--- config.mk ---
export PLATFORM = sky130hd
export DESIGN_NAME = async_rx
export DESIGN_NICKNAME = d
export VERILOG_FILES = /design/src/rtl/arx_pkg.sv /design/src/rtl/arx_sync.sv /design/src/rtl/arx_baud.sv /design/src/rtl/arx_deframer.sv /design/src/rtl/arx_status.sv /design/src/rtl/async_rx.sv
export SDC_FILE = /design/constraint.sdc
export NUM_CORES = 1
export LEC_CHECK = 0
export ABC_AREA = 1
export CORE_MARGIN = 1
export CORE_UTILIZATION = 50
export CTS_BUF_LIST = sky130_fd_sc_hd__clkbuf_4 sky130_fd_sc_hd__clkbuf_8
export DETAILED_ROUTE_END_ITERATION = 16
export PLACE_DENSITY = 0.85
export SLEW_MARGIN = 20
export SYNTH_ARGS = -nofsm -noshare
export SYNTH_HDL_FRONTEND = slang
export SYNTH_SLANG_ARGS = --single-unit
--- constraint.sdc ---
create_clock -name clk -period 1.4 [get_ports clk]
set_input_delay 0.28 -clock clk [delete_from_list [all_inputs] [get_ports clk]]
set_output_delay 0.28 -clock clk [all_outputs]
set_load 0.01 [all_outputs]
--- src/rtl/arx_pkg.sv ---
// Shared types for the asynchronous receiver.
// Assumes: nothing; holds the frame state encoding only.
package arx_pkg;

    typedef enum logic [2:0] {
        S_IDLE  = 3'd0,
        S_START = 3'd1,
        S_DATA  = 3'd2,
        S_PAR   = 3'd3,
        S_STOP1 = 3'd4,
        S_STOP2 = 3'd5,
        S_HOLD  = 3'd6
    } arx_state_e;

endpackage

--- src/rtl/arx_sync.sv ---
// Brings the asynchronous serial line into the clock domain.
// Assumes: the line idles high, so every stage resets to 1.
module arx_sync #(
    parameter int STAGES = 2
) (
    input  logic clk,
    input  logic rst_n,
    input  logic din,
    output logic dout
);
    logic [STAGES-1:0] chain;

    // Shift the raw line through the synchronising flops.
    always_ff @(posedge clk) begin
        if (!rst_n) chain <= '1;
        else        chain <= {chain[STAGES-2:0], din};
    end

    assign dout = chain[STAGES-1];
endmodule

--- src/rtl/arx_baud.sv ---
// Produces a one-cycle sample tick every div_i+1 clocks while run_i is high.
// Assumes: the phase restarts from zero whenever run_i drops.
module arx_baud #(
    parameter int DIV_W = 16
) (
    input  logic             clk,
    input  logic             rst_n,
    input  logic             run_i,
    input  logic [DIV_W-1:0] div_i,
    output logic             tick_o
);
    logic [DIV_W-1:0] cnt;

    // Count clocks up to the divisor and pulse the tick at wrap.
    always_ff @(posedge clk) begin
        if (!rst_n || !run_i) begin
            cnt    <= '0;
            tick_o <= 1'b0;
        end else if (cnt == div_i) begin
            cnt    <= '0;
            tick_o <= 1'b1;
        end else begin
            cnt    <= cnt + 1'b1;
            tick_o <= 1'b0;
        end
    end

    AST_TICK_NEEDS_RUN: assert property (@(posedge clk) disable iff (!rst_n)
        tick_o |-> $past(run_i)) else $error("tick without run");
endmodule

--- src/rtl/arx_deframer.sv ---
// Walks one frame: confirms the start bit, samples the data, parity and stop bits
// at their centres, and emits a one-cycle done pulse carrying the character and
// per-frame error indications.
// Assumes: line_i is already synchronised; the format inputs are stable during a frame.
module arx_deframer
    import arx_pkg::*;
#(
    parameter int DATA_MAX   = 8,
    parameter int TICKS      = 8,
    parameter int START_TICK = 4
) (
    input  logic                        clk,
    input  logic                        rst_n,
    input  logic                        clr_i,
    input  logic                        en_i,
    input  logic                        line_i,
    input  logic                        tick_i,
    input  logic [$clog2(DATA_MAX)-1:0] len_i,
    input  logic                        pen_i,
    input  logic                        peven_i,
    input  logic                        two_i,
    output logic                        run_o,
    output logic                        done_o,
    output logic [DATA_MAX-1:0]         data_o,
    output logic                        perr_o,
    output logic                        ferr_o,
    output logic                        brk_o
);
    localparam int SUB_W = $clog2(TICKS);
    localparam int IDX_W = $clog2(DATA_MAX);
    localparam logic [SUB_W-1:0] SAMP_FIRST = SUB_W'(START_TICK - 1);
    localparam logic [SUB_W-1:0] SAMP_LAST  = SUB_W'(TICKS - 1);

    arx_state_e          state;
    logic [SUB_W-1:0]    sub;
    logic [IDX_W-1:0]    idx;
    logic [DATA_MAX-1:0] shreg;
    logic                par_acc;
    logic                par_bad;
    logic                all_low;
    logic                stop_bad;
    logic                samp;
    logic                fin;

    // Sample strobe: the fourth tick of the start bit, then every eighth tick.
    always_comb begin
        samp = tick_i && ((state == S_START) ? (sub == SAMP_FIRST) : (sub == SAMP_LAST));
        fin  = samp && ((state == S_STOP1 && !two_i) || state == S_STOP2);
    end

    assign run_o = (state != S_IDLE) && (state != S_HOLD);

    // Frame state machine, data assembly and error capture.
    always_ff @(posedge clk) begin
        if (!rst_n || clr_i || !en_i) begin
            state    <= S_IDLE;
            sub      <= '0;
            idx      <= '0;
            shreg    <= '0;
            par_acc  <= 1'b0;
            par_bad  <= 1'b0;
            all_low  <= 1'b1;
            stop_bad <= 1'b0;
            done_o   <= 1'b0;
            data_o   <= '0;
            perr_o   <= 1'b0;
            ferr_o   <= 1'b0;
            brk_o    <= 1'b0;
        end else begin
            done_o <= 1'b0;
            if (tick_i) sub <= samp ? '0 : sub + 1'b1;
            unique case (state)
                S_IDLE: if (!line_i) begin
                    state    <= S_START;
                    sub      <= '0;
                    idx      <= '0;
                    shreg    <= '0;
                    par_acc  <= 1'b0;
                    par_bad  <= 1'b0;
                    all_low  <= 1'b1;
                    stop_bad <= 1'b0;
                end
                S_START: if (samp) state <= line_i ? S_IDLE : S_DATA;
                S_DATA: if (samp) begin
                    shreg[idx] <= line_i;
                    par_acc    <= par_acc ^ line_i;
                    if (line_i) all_low <= 1'b0;
                    if (idx == len_i) state <= pen_i ? S_PAR : S_STOP1;
                    else              idx   <= idx + 1'b1;
                end
                S_PAR: if (samp) begin
                    par_bad <= par_acc ^ line_i ^ ~peven_i;
                    if (line_i) all_low <= 1'b0;
                    state <= S_STOP1;
                end
                S_STOP1: if (samp && two_i) begin
                    if (line_i) all_low  <= 1'b0;
                    else        stop_bad <= 1'b1;
                    state <= S_STOP2;
                end
                S_STOP2: ;
                S_HOLD: if (line_i) state <= S_IDLE;
                default: state <= S_IDLE;
            endcase
            if (fin) begin
                done_o <= 1'b1;
                data_o <= shreg;
                ferr_o <= stop_bad | ~line_i;
                brk_o  <= all_low & ~line_i;
                perr_o <= pen_i & par_bad & ~(all_low & ~line_i);
                state  <= line_i ? S_IDLE : S_HOLD;
            end
        end
    end

    AST_DISABLED_QUIET: assert property (@(posedge clk) disable iff (!rst_n)
        !en_i |=> !done_o) else $error("done while disabled");
    AST_BREAK_FRAMES: assert property (@(posedge clk) disable iff (!rst_n)
        (done_o && brk_o) |-> (ferr_o && !perr_o)) else $error("break without framing");
    AST_GLITCH_DROPPED: assert property (@(posedge clk) disable iff (!rst_n)
        (state == S_START && samp && line_i && en_i && !clr_i) |=> (state == S_IDLE && !done_o))
        else $error("glitch accepted");
endmodule

--- src/rtl/arx_status.sv ---
// Holds the receive buffer and the ready, error and break flags; forms the interrupt.
// Assumes: done_i is a single-cycle pulse; a read and a completion never coincide.
module arx_status #(
    parameter int DATA_MAX = 8
) (
    input  logic                clk,
    input  logic                rst_n,
    input  logic                clr_i,
    input  logic                rd_i,
    input  logic                irq_en_i,
    input  logic                done_i,
    input  logic [DATA_MAX-1:0] data_i,
    input  logic                perr_i,
    input  logic                ferr_i,
    input  logic                brk_i,
    output logic [DATA_MAX-1:0] rx_data,
    output logic                rx_ready,
    output logic                err_parity,
    output logic                err_frame,
    output logic                err_overrun,
    output logic                brk_det,
    output logic                rx_irq
);
    // Update the buffer and sticky flags on completion, read and clear.
    always_ff @(posedge clk) begin
        if (!rst_n) begin
            rx_data     <= '0;
            rx_ready    <= 1'b0;
            err_parity  <= 1'b0;
            err_frame   <= 1'b0;
            err_overrun <= 1'b0;
            brk_det     <= 1'b0;
        end else if (clr_i) begin
            rx_ready    <= 1'b0;
            err_parity  <= 1'b0;
            err_frame   <= 1'b0;
            err_overrun <= 1'b0;
            brk_det     <= 1'b0;
        end else begin
            if (rd_i) rx_ready <= 1'b0;
            if (done_i) begin
                if (brk_i) begin
                    brk_det   <= 1'b1;
                    err_frame <= 1'b1;
                end else if (rx_ready && !rd_i) begin
                    err_overrun <= 1'b1;
                end else begin
                    rx_data  <= data_i;
                    rx_ready <= 1'b1;
                    if (perr_i) err_parity <= 1'b1;
                    if (ferr_i) err_frame  <= 1'b1;
                end
            end
        end
    end

    assign rx_irq = irq_en_i & (rx_ready | brk_det);

    AST_READ_CLEARS: assert property (@(posedge clk) disable iff (!rst_n)
        (rd_i && !done_i && !clr_i) |=> !rx_ready) else $error("read kept ready");
    AST_OVERRUN_KEEPS: assert property (@(posedge clk) disable iff (!rst_n)
        (done_i && !brk_i && rx_ready && !rd_i && !clr_i) |=> (err_overrun && $stable(rx_data)))
        else $error("overrun overwrote buffer");
    AST_CLEAR_ALL: assert property (@(posedge clk) disable iff (!rst_n)
        clr_i |=> !(rx_ready || err_parity || err_frame || err_overrun || brk_det))
        else $error("flag survived clear");
    AST_BREAK_NOT_READY: assert property (@(posedge clk) disable iff (!rst_n)
        (done_i && brk_i && !rx_ready && !clr_i) |=> (!rx_ready && brk_det))
        else $error("break loaded buffer");
endmodule

--- src/rtl/async_rx.sv ---
// Top of the programmable asynchronous receiver: synchroniser, tick divider,
// frame walker and status holder.
// Assumes: format and divisor inputs change only while the line is idle.
module async_rx #(
    parameter int DIV_W      = 16,
    parameter int DATA_MAX   = 8,
    parameter int TICKS      = 8,
    parameter int START_TICK = 4,
    parameter int SYNC       = 2
) (
    input  logic                        clk,
    input  logic                        rst_n,
    input  logic                        sw_clr,
    input  logic                        rx_en,
    input  logic                        rx_irq_en,
    input  logic [DIV_W-1:0]            baud_div,
    input  logic [$clog2(DATA_MAX)-1:0] char_len,
    input  logic                        par_en,
    input  logic                        par_even,
    input  logic                        two_stop,
    input  logic                        rxd,
    input  logic                        buf_rd,
    output logic [DATA_MAX-1:0]         rx_data,
    output logic                        rx_ready,
    output logic                        err_parity,
    output logic                        err_frame,
    output logic                        err_overrun,
    output logic                        brk_det,
    output logic                        rx_irq
);
    logic                line_s;
    logic                run;
    logic                tick;
    logic                done;
    logic [DATA_MAX-1:0] fr_data;
    logic                fr_perr;
    logic                fr_ferr;
    logic                fr_brk;

    arx_sync #(.STAGES(SYNC)) u_sync (
        .clk(clk), .rst_n(rst_n), .din(rxd), .dout(line_s)
    );

    arx_baud #(.DIV_W(DIV_W)) u_baud (
        .clk(clk), .rst_n(rst_n), .run_i(run), .div_i(baud_div), .tick_o(tick)
    );

    arx_deframer #(.DATA_MAX(DATA_MAX), .TICKS(TICKS), .START_TICK(START_TICK)) u_frame (
        .clk(clk), .rst_n(rst_n), .clr_i(sw_clr), .en_i(rx_en), .line_i(line_s),
        .tick_i(tick), .len_i(char_len), .pen_i(par_en), .peven_i(par_even),
        .two_i(two_stop), .run_o(run), .done_o(done), .data_o(fr_data),
        .perr_o(fr_perr), .ferr_o(fr_ferr), .brk_o(fr_brk)
    );

    arx_status #(.DATA_MAX(DATA_MAX)) u_stat (
        .clk(clk), .rst_n(rst_n), .clr_i(sw_clr), .rd_i(buf_rd), .irq_en_i(rx_irq_en),
        .done_i(done), .data_i(fr_data), .perr_i(fr_perr), .ferr_i(fr_ferr), .brk_i(fr_brk),
        .rx_data(rx_data), .rx_ready(rx_ready), .err_parity(err_parity),
        .err_frame(err_frame), .err_overrun(err_overrun), .brk_det(brk_det), .rx_irq(rx_irq)
    );
endmodule

### Yosys cells after proc, flatten, opt, wreduce, memory -nomap -nowiden

Cells that the tools add are included.
Widths: inputs -> output; s select.

| operators by class | value |
|---|---|
| add/sub/neg operators | 3 |
| $lt $le $gt $ge | 2 |
| eq/ne operators | 27 |
| multiplexer cells | 48 |
| bitwise logic cells | 15 |
| reductions and logical operators | 37 |

Operators with widths:

| kind | number |
|---|---|
| $mux 3 | 17 |
| $pmux 3 s7 | 1 |
| $reduce_and 4->1 | 5 |
| $mux 1 | 19 |
| $add 16x1->16 const B | 1 |
| $eq 16x16->1 | 1 |
| $mux 8 | 2 |
| $pmux 8 s2 | 1 |
| $eq 3x3->1 const B | 4 |
| $ne 3x1->1 const B | 4 |
| $reduce_and 3->1 | 4 |
| $ne 2x2->1 const B | 5 |
| $eq 3x2->1 const B | 3 |
| $ne 3x2->1 const B | 3 |
| $bwmux 8 | 1 |
| $ne 2x1->1 const B | 4 |
| $reduce_and 8->1 | 1 |
| $reduce_bool 2->1 | 4 |
| $logic_and 1x1->1 | 7 |
| $not 1->1 | 7 |
| $add 3x1->3 const B | 2 |
| $pmux 1 s2 | 3 |
| $pmux 3 s2 | 1 |
| $reduce_bool 3->1 | 2 |
| 16 further kinds | 30 |

| word-level totals | value |
|---|---|
| flip-flop bits (word level) | 65 |
| bits of input ports | 29 |
| output and inout bits | 14 |
| word-level logic and storage cells | 154 |

### Logic depth before layout (Yosys ltp)

| logic depth | value |
|---|---|
| depth after elaboration | 7 |
| depth in mapped cells | 12 |
| mapped depth without buffers | 11 |

### Hierarchy

Synthesis repeated with hierarchy kept, for this count alone.

| second synthesis, totals | value |
|---|---|
| cell total of the unflattened synthesis | 494 |
| area, all modules | 3458.3 µm² |

By module, submodules not included:

| module | times used | cells each | area each (µm²) | seq. area each (µm²) |
|---|---|---|---|---|
| arx_deframer | 1 | 227 | 1716.6 | 660.6 |
| arx_baud | 1 | 183 | 1117.3 | 340.3 |
| arx_status | 1 | 78 | 569.3 | 260.2 |
| arx_sync | 1 | 6 | 55.1 | 40.0 |

### Worst setup path before layout

OpenSTA, ideal clock, no wires.

| timing path | value |
|---|---|
| kind | reg2reg |
| from | register u_frame.state[2] |
| to | register u_frame.shreg[4] |
| library setup time | 113 ps |
| arrival | 1289 ps |
| data required time | 1287 ps |
| setup slack | -3 ps |
| stages on the path, launching flop included | 12 |
| buffers on the path | 1 |
| period minus slack after synthesis | 1403 ps |
| cell sequence | dfxtp_1 > inv_2 > nand3_2 > a21oi_2 > nand2_2 > inv_2 > nand2_2 > nand2_4 > buf_12 > nand3_1 > nand2_1 > nor2_1 |

| on the way | value |
|---|---|
| longest elaborated chain between the ends | 5 |
| elaborated cells between the ends (all ways) | 10 |
| those cells by class | eq/ne (4); mux (2); reduce/logical (4) |

Ends and longest elaborated chain:

| item | line | source |
|---|---|---|
| start: declaration | arx_deframer.sv:34 | `arx_state_e state;` |
| start signal: assignment | arx_deframer.sv:83 | `S_START: if (samp) state <= line_i ? S_IDLE : S_DATA;` |
| start signal: assignment | arx_deframer.sv:88 | `if (idx == len_i) state <= pen_i ? S_PAR : S_STOP1;` |
| start signal: assignment | arx_deframer.sv:111 | `state <= line_i ? S_IDLE : S_HOLD;` |
| $eq 3x1->1 | arx_deframer.sv:47 | `samp = tick_i && ((state == S_START) ? (sub == SAMP_FIRST) : (sub == SAMP_LAST));` |
| $mux 1 | arx_deframer.sv:47 |  |
| $logic_and 1x1->1 | arx_deframer.sv:47 |  |
| $ne 2x1->1 (no line) | n/a |  |
| $reduce_and 3->1 (no line) | n/a |  |
| end signal: indexed assignment | arx_deframer.sv:85 | `shreg[idx] <= line_i;` |
| end: declaration | arx_deframer.sv:37 | `logic [DATA_MAX-1:0] shreg;` |

Several ways; a longest one is shown, not always the timed one.
A chain may end at the register's enable or synchronous reset.

### Worst setup path after layout

| timing path | value |
|---|---|
| from | register u_frame.state[2] |
| to | register u_frame.state[1] |

| on the way | value |
|---|---|
| longest elaborated chain between the ends | 6 |
| elaborated cells between the ends (all ways) | 24 |
| those cells by class | eq/ne (14); mux (3); reduce/logical (7) |

Ends and longest elaborated chain:

| item | line |
|---|---|
| $eq 3x1->1 / $eq 3x3->1 (equally long branches) | arx_deframer.sv:47, arx_deframer.sv:72, arx_deframer.sv:48 |
| $mux 1 / $logic_and 1x1->1 (equally long branches) | arx_deframer.sv:47, arx_deframer.sv:48 |
| $logic_and 1x1->1 / $logic_or 1x1->1 (equally long branches) | arx_deframer.sv:47, arx_deframer.sv:48 |
| $logic_and 1x1->1, on equally long branches | arx_deframer.sv:48, arx_deframer.sv:96 |
| $ne 3x1->1 (no line), or another cell as far along | n/a |
| $reduce_and 8->1 (no line) | n/a |

Several ways; a longest one is shown, not always the timed one.

==> impl_metrics.py <==
metrics = {
    "clocking": {
        "clk_pin_slew_ps": 90,
        "cts_buffers": 9,
        "cts-htree-levels": 3,
        "clock-sinks": 65,
        "cts_root_buf": "clkbuf_8",
        "clock_latency_ps": 370,
        "ctsHoldBuffers": 0,
        "cts_tree": "built",
        "clk_path_buf_depth": 2,
    },
    "critical_path": {
        "crit_path_start": "u_frame.state[2]$_SDFFE_PP0P_",
        "rr_startpoint": "u_frame.state[2]$_SDFFE_PP0P_",
        "slowest_stage": "dfxtp_4",
        "start_kind": "flip-flop",
        "timing.reg2reg.setup_slack_ps": -320,
        "worst_path_most_repeated_cell": "nand2_1",
        "max_stage_delay_ps": 370,
        "crit_arrival_ps": 2010,
        "cp_max_fo": 4,
        "timing.rr.end": "u_frame.state[1]$_SDFFE_PP0P_",
        "end_kind": "flip-flop",
        "critPathBufInv": 3,
        "crit_cells": 10,
        "crit_end": "u_frame.state[1]$_SDFFE_PP0P_",
        "crit_family": "simple AND/OR/NAND/NOR gates",
        "reg2reg_depth": 10,
        "crit_chain": "inv_4, nand2_1, buf_4, inv_1, nand2_1, o21ai_0, nor2_2, nand3_1, nand2_1, nor2_1",
        "required_ps": 1690,
        "crit_type": "reg2reg",
    },
    "yosys": {
        "ys_ff_latch": 65,
        "syn_area_per_cell_um2": 7.398,
        "syn-cell-area_um2": 3226,
        "async_flop_share_pct": 0,
        "mappedNetlistNets": 468,
        "yosysWarnings": 0,
        "synth-seq-area-share_pct": 40.34,
        "syn_inst": 436,
        "synth_flop_cell": "dfxtp_1",
        "synth_cell_types": 36,
        "synth_edf_count": 0,
    },
    "power": {
        "p_int_w": 0.002874,
        "max-vdd-ir-drop_mv": 1.226,
        "power_frac_clock_pct": 42.9,
        "p_sw_share_pct": 27.21,
        "leakage_nw": 2.023,
        "power_frac_comb_pct": 10.1,
        "seqPwrFrac_pct": 47.0,
        "p_sw_w": 0.001074,
        "p_per_area_nw_per_um2": 774.6,
    },
    "detailed_routing": {
        "first_pass_iters": 6,
        "antenna_left": 0,
        "drt_wl_total_um": 12130,
        "avgRoutedWirePerCell_um": 19.05,
        "drt_iter0_drc": 294,
        "via_count": 3843,
        "drc_errors": 0,
        "via_per_inst": 6.033,
    },
    "sta": {
        "slew_violations": 0,
        "layout_min_cycle_time_ps": 1721,
        "worst_slew_pin_slew_ps": 499.4,
        "rsz0062_at_grt": "true",
        "timing.fmax_ghz": 0.5811,
        "fin_skew_ps": 15.22,
        "slew_headroom_pct": 66.58,
        "fin_crit_sh_pct": 122.9,
        "hold_viol": 0,
        "finalSetupViolations": 46,
        "setup_ws_ps": -321.0,
    },
    "final_layout": {
        "fin_nets": 588,
        "stdcell_count": 637,
        "drive_gt1_share_pct": 39.39,
        "final_common_cell": "nand2_1",
        "syn2layout_area_growth_pct": 58.03,
        "final_cell_mix": "57 x nand2_1, 53 x buf_4, 53 x dfxtp_1",
    },
    "floorplanning": {
        "die_y_um": 82.32,
        "die_w_um": 82.32,
        "die_area_um2": 6777,
        "rows": 28,
        "core_area_um2": 6061,
        "floorplan.initialDensity_pct": 53.22,
        "io_pins": 43,
    },
    "grt": {
        "track_usage_pct": 29.83,
        "grt_pass1_vias": 3576,
        "grt_antenna_before_repair": 2,
        "grt_max_degree": 17,
        "grt-ovfl-total": 0,
        "grt_pass1_wl_um": 15240,
    },
    "placement": {
        "dp_slack_ps": -422.8,
        "dpl.cell_count": 600,
        "place_congestion": 0.9339,
        "io_buffers": 42,
        "place_hpwl_um": 5706,
    },
    "min_path": {
        "hp-class": "in2reg",
        "hold_start": "rst_n",
    },
    "run": {
        "maxCapViolations": 0,
    },
    "status": {
        "outcome": "complete, but fails checks",
        "violations": "setup timing",
    },
}
[flip-flops by register name, indices dropped and copies added, names as in the netlist, 2 cells and up]
signal,flops
u_frame.state,3
u_frame.idx,3
u_frame.sub,3
u_frame.data_o,8
u_sync.chain,2
u_stat.rx_data,8
u_frame.shreg,8
u_baud.cnt,16
[through the flow]
stage | util [%] | hold slack [ps] | total power, W | instance area, µm² | setup TNS (ps)
after floorplan | - | 386.5 | 0.002047 | 3227 | 0
after global placement | 67.63 | 430.8 | 0.002183 | 4099 | -14670
after detailed placement | 67.63 | 446.2 | 0.002194 | 4099 | -18230
after CTS | 76.24 | 399.6 | 0.003832 | 4621 | -544.2
after global routing | 84.06 | 393.3 | 0.004053 | 5095 | -8635
final | 84.10 | 380.7 | 0.003948 | 5097 | -6072
[synth_stat cells (2+ instances only)]
cell type / count / area, µm²
xor2_1: 4 / 35.03
buf_2: 3 / 15.01
nand4_1: 10 / 62.56
inv_1: 49 / 183.9
a21oi_2: 8 / 70.07
inv_2: 8 / 30.03
dfxtp_1: 65 / 1301
nand4_2: 2 / 25.02
nand2_1: 78 / 292.8
nor3_2: 2 / 20.02
a21oi_1: 34 / 170.2
xnor2_1: 19 / 166.4
ha_1: 3 / 37.54
o21ai_1: 2 / 10.01
nand3_1: 26 / 130.1
buf_6: 3 / 33.78
nor3_1: 12 / 60.06
nor2_4: 3 / 33.78
nand2_2: 4 / 25.02
o21a_1: 3 / 22.52
o21ai_0: 23 / 115.1
or2_2: 4 / 25.02
nand3_2: 2 / 20.02
nor2_2: 2 / 12.51
nor2_1: 55 / 206.5
nand2_4: 2 / 22.52
[metal layers]
metal	part of all wire, %	track usage [%]	wire length [µm]	vias to the layer above
li1	-	-	-	1656
met1	33	29.17	4039	1760
met2	50	56.61	6033	285
met3	8.1	8.022	986	140
met4	8.7	15.79	1061	2
met5	0.11	0	13	-
[worst min path at each step]
stage,end,cells after the start
after CTS,u_stat.rx_data[4]$_SDFFE_PN0P_,3
after global placement,u_frame.all_low$_SDFFE_PP1P_,2
after global routing,u_stat.rx_data[7]$_SDFFE_PN0P_,3
final,u_stat.rx_data[7]$_SDFFE_PN0P_,3
after floorplan,u_sync.chain[0]$_SDFF_PN1_,1
after detailed placement,u_frame.all_low$_SDFFE_PP1P_,2
[power groups by stage]
stage	clock [W]	sequential (W)	combinational (W)
final	0.00169	0.00185	0.000400
after global routing	0.00178	0.00185	0.000421
after CTS	0.00166	0.00186	0.000317
after detailed placement	0	0.00190	0.000290
after global placement	0	0.00190	0.000279
after floorplan	0	0.00190	0.000144
[area by class of cell]
type	count	area [µm²]
inverter	57	231.5
sequential	65	1331
timing repair buffer	116	1096
antenna	1	2.502
clock inverter	7	77.57
fill	308	963.4
clock buffer	9	123.9
multi-input combinational	307	2141
tap	75	93.84
[worst register-to-register path: stages, from the launching register on]
cell and delay (ps):
dfxtp_4 370, inv_4 80, nand2_1 120, buf_4 170, inv_1 220, nand2_1 160
o21ai_0 170, nor2_2 80, nand3_1 100, nand2_1 50, nor2_1 130
[repair_timing]
action                                  4_1_cts  5_1_grt
endpoints found under the setup margin       59       53
cloned                                        4        1
pin swaps                                    24       44
setup buffers                                 8        8
resized for setup                            74      102
[logic make-up (layout without fill, tap and decap cells)]
kind of cell               after synthesis  after routing  share of synthesized area, %
AOI/OAI and AO/OA                       72             72                         12.45
xor gates and xnor gates                23             23                         6.245
adders and majority gates                3              3                         1.164
buffers and inverters                   67            189                         9.581
DFF                                     65             65                         40.34
other                                    0              1                             0
and+or+nand+nor                        206            209                         30.22
Power figures use the tool's default switching activity.
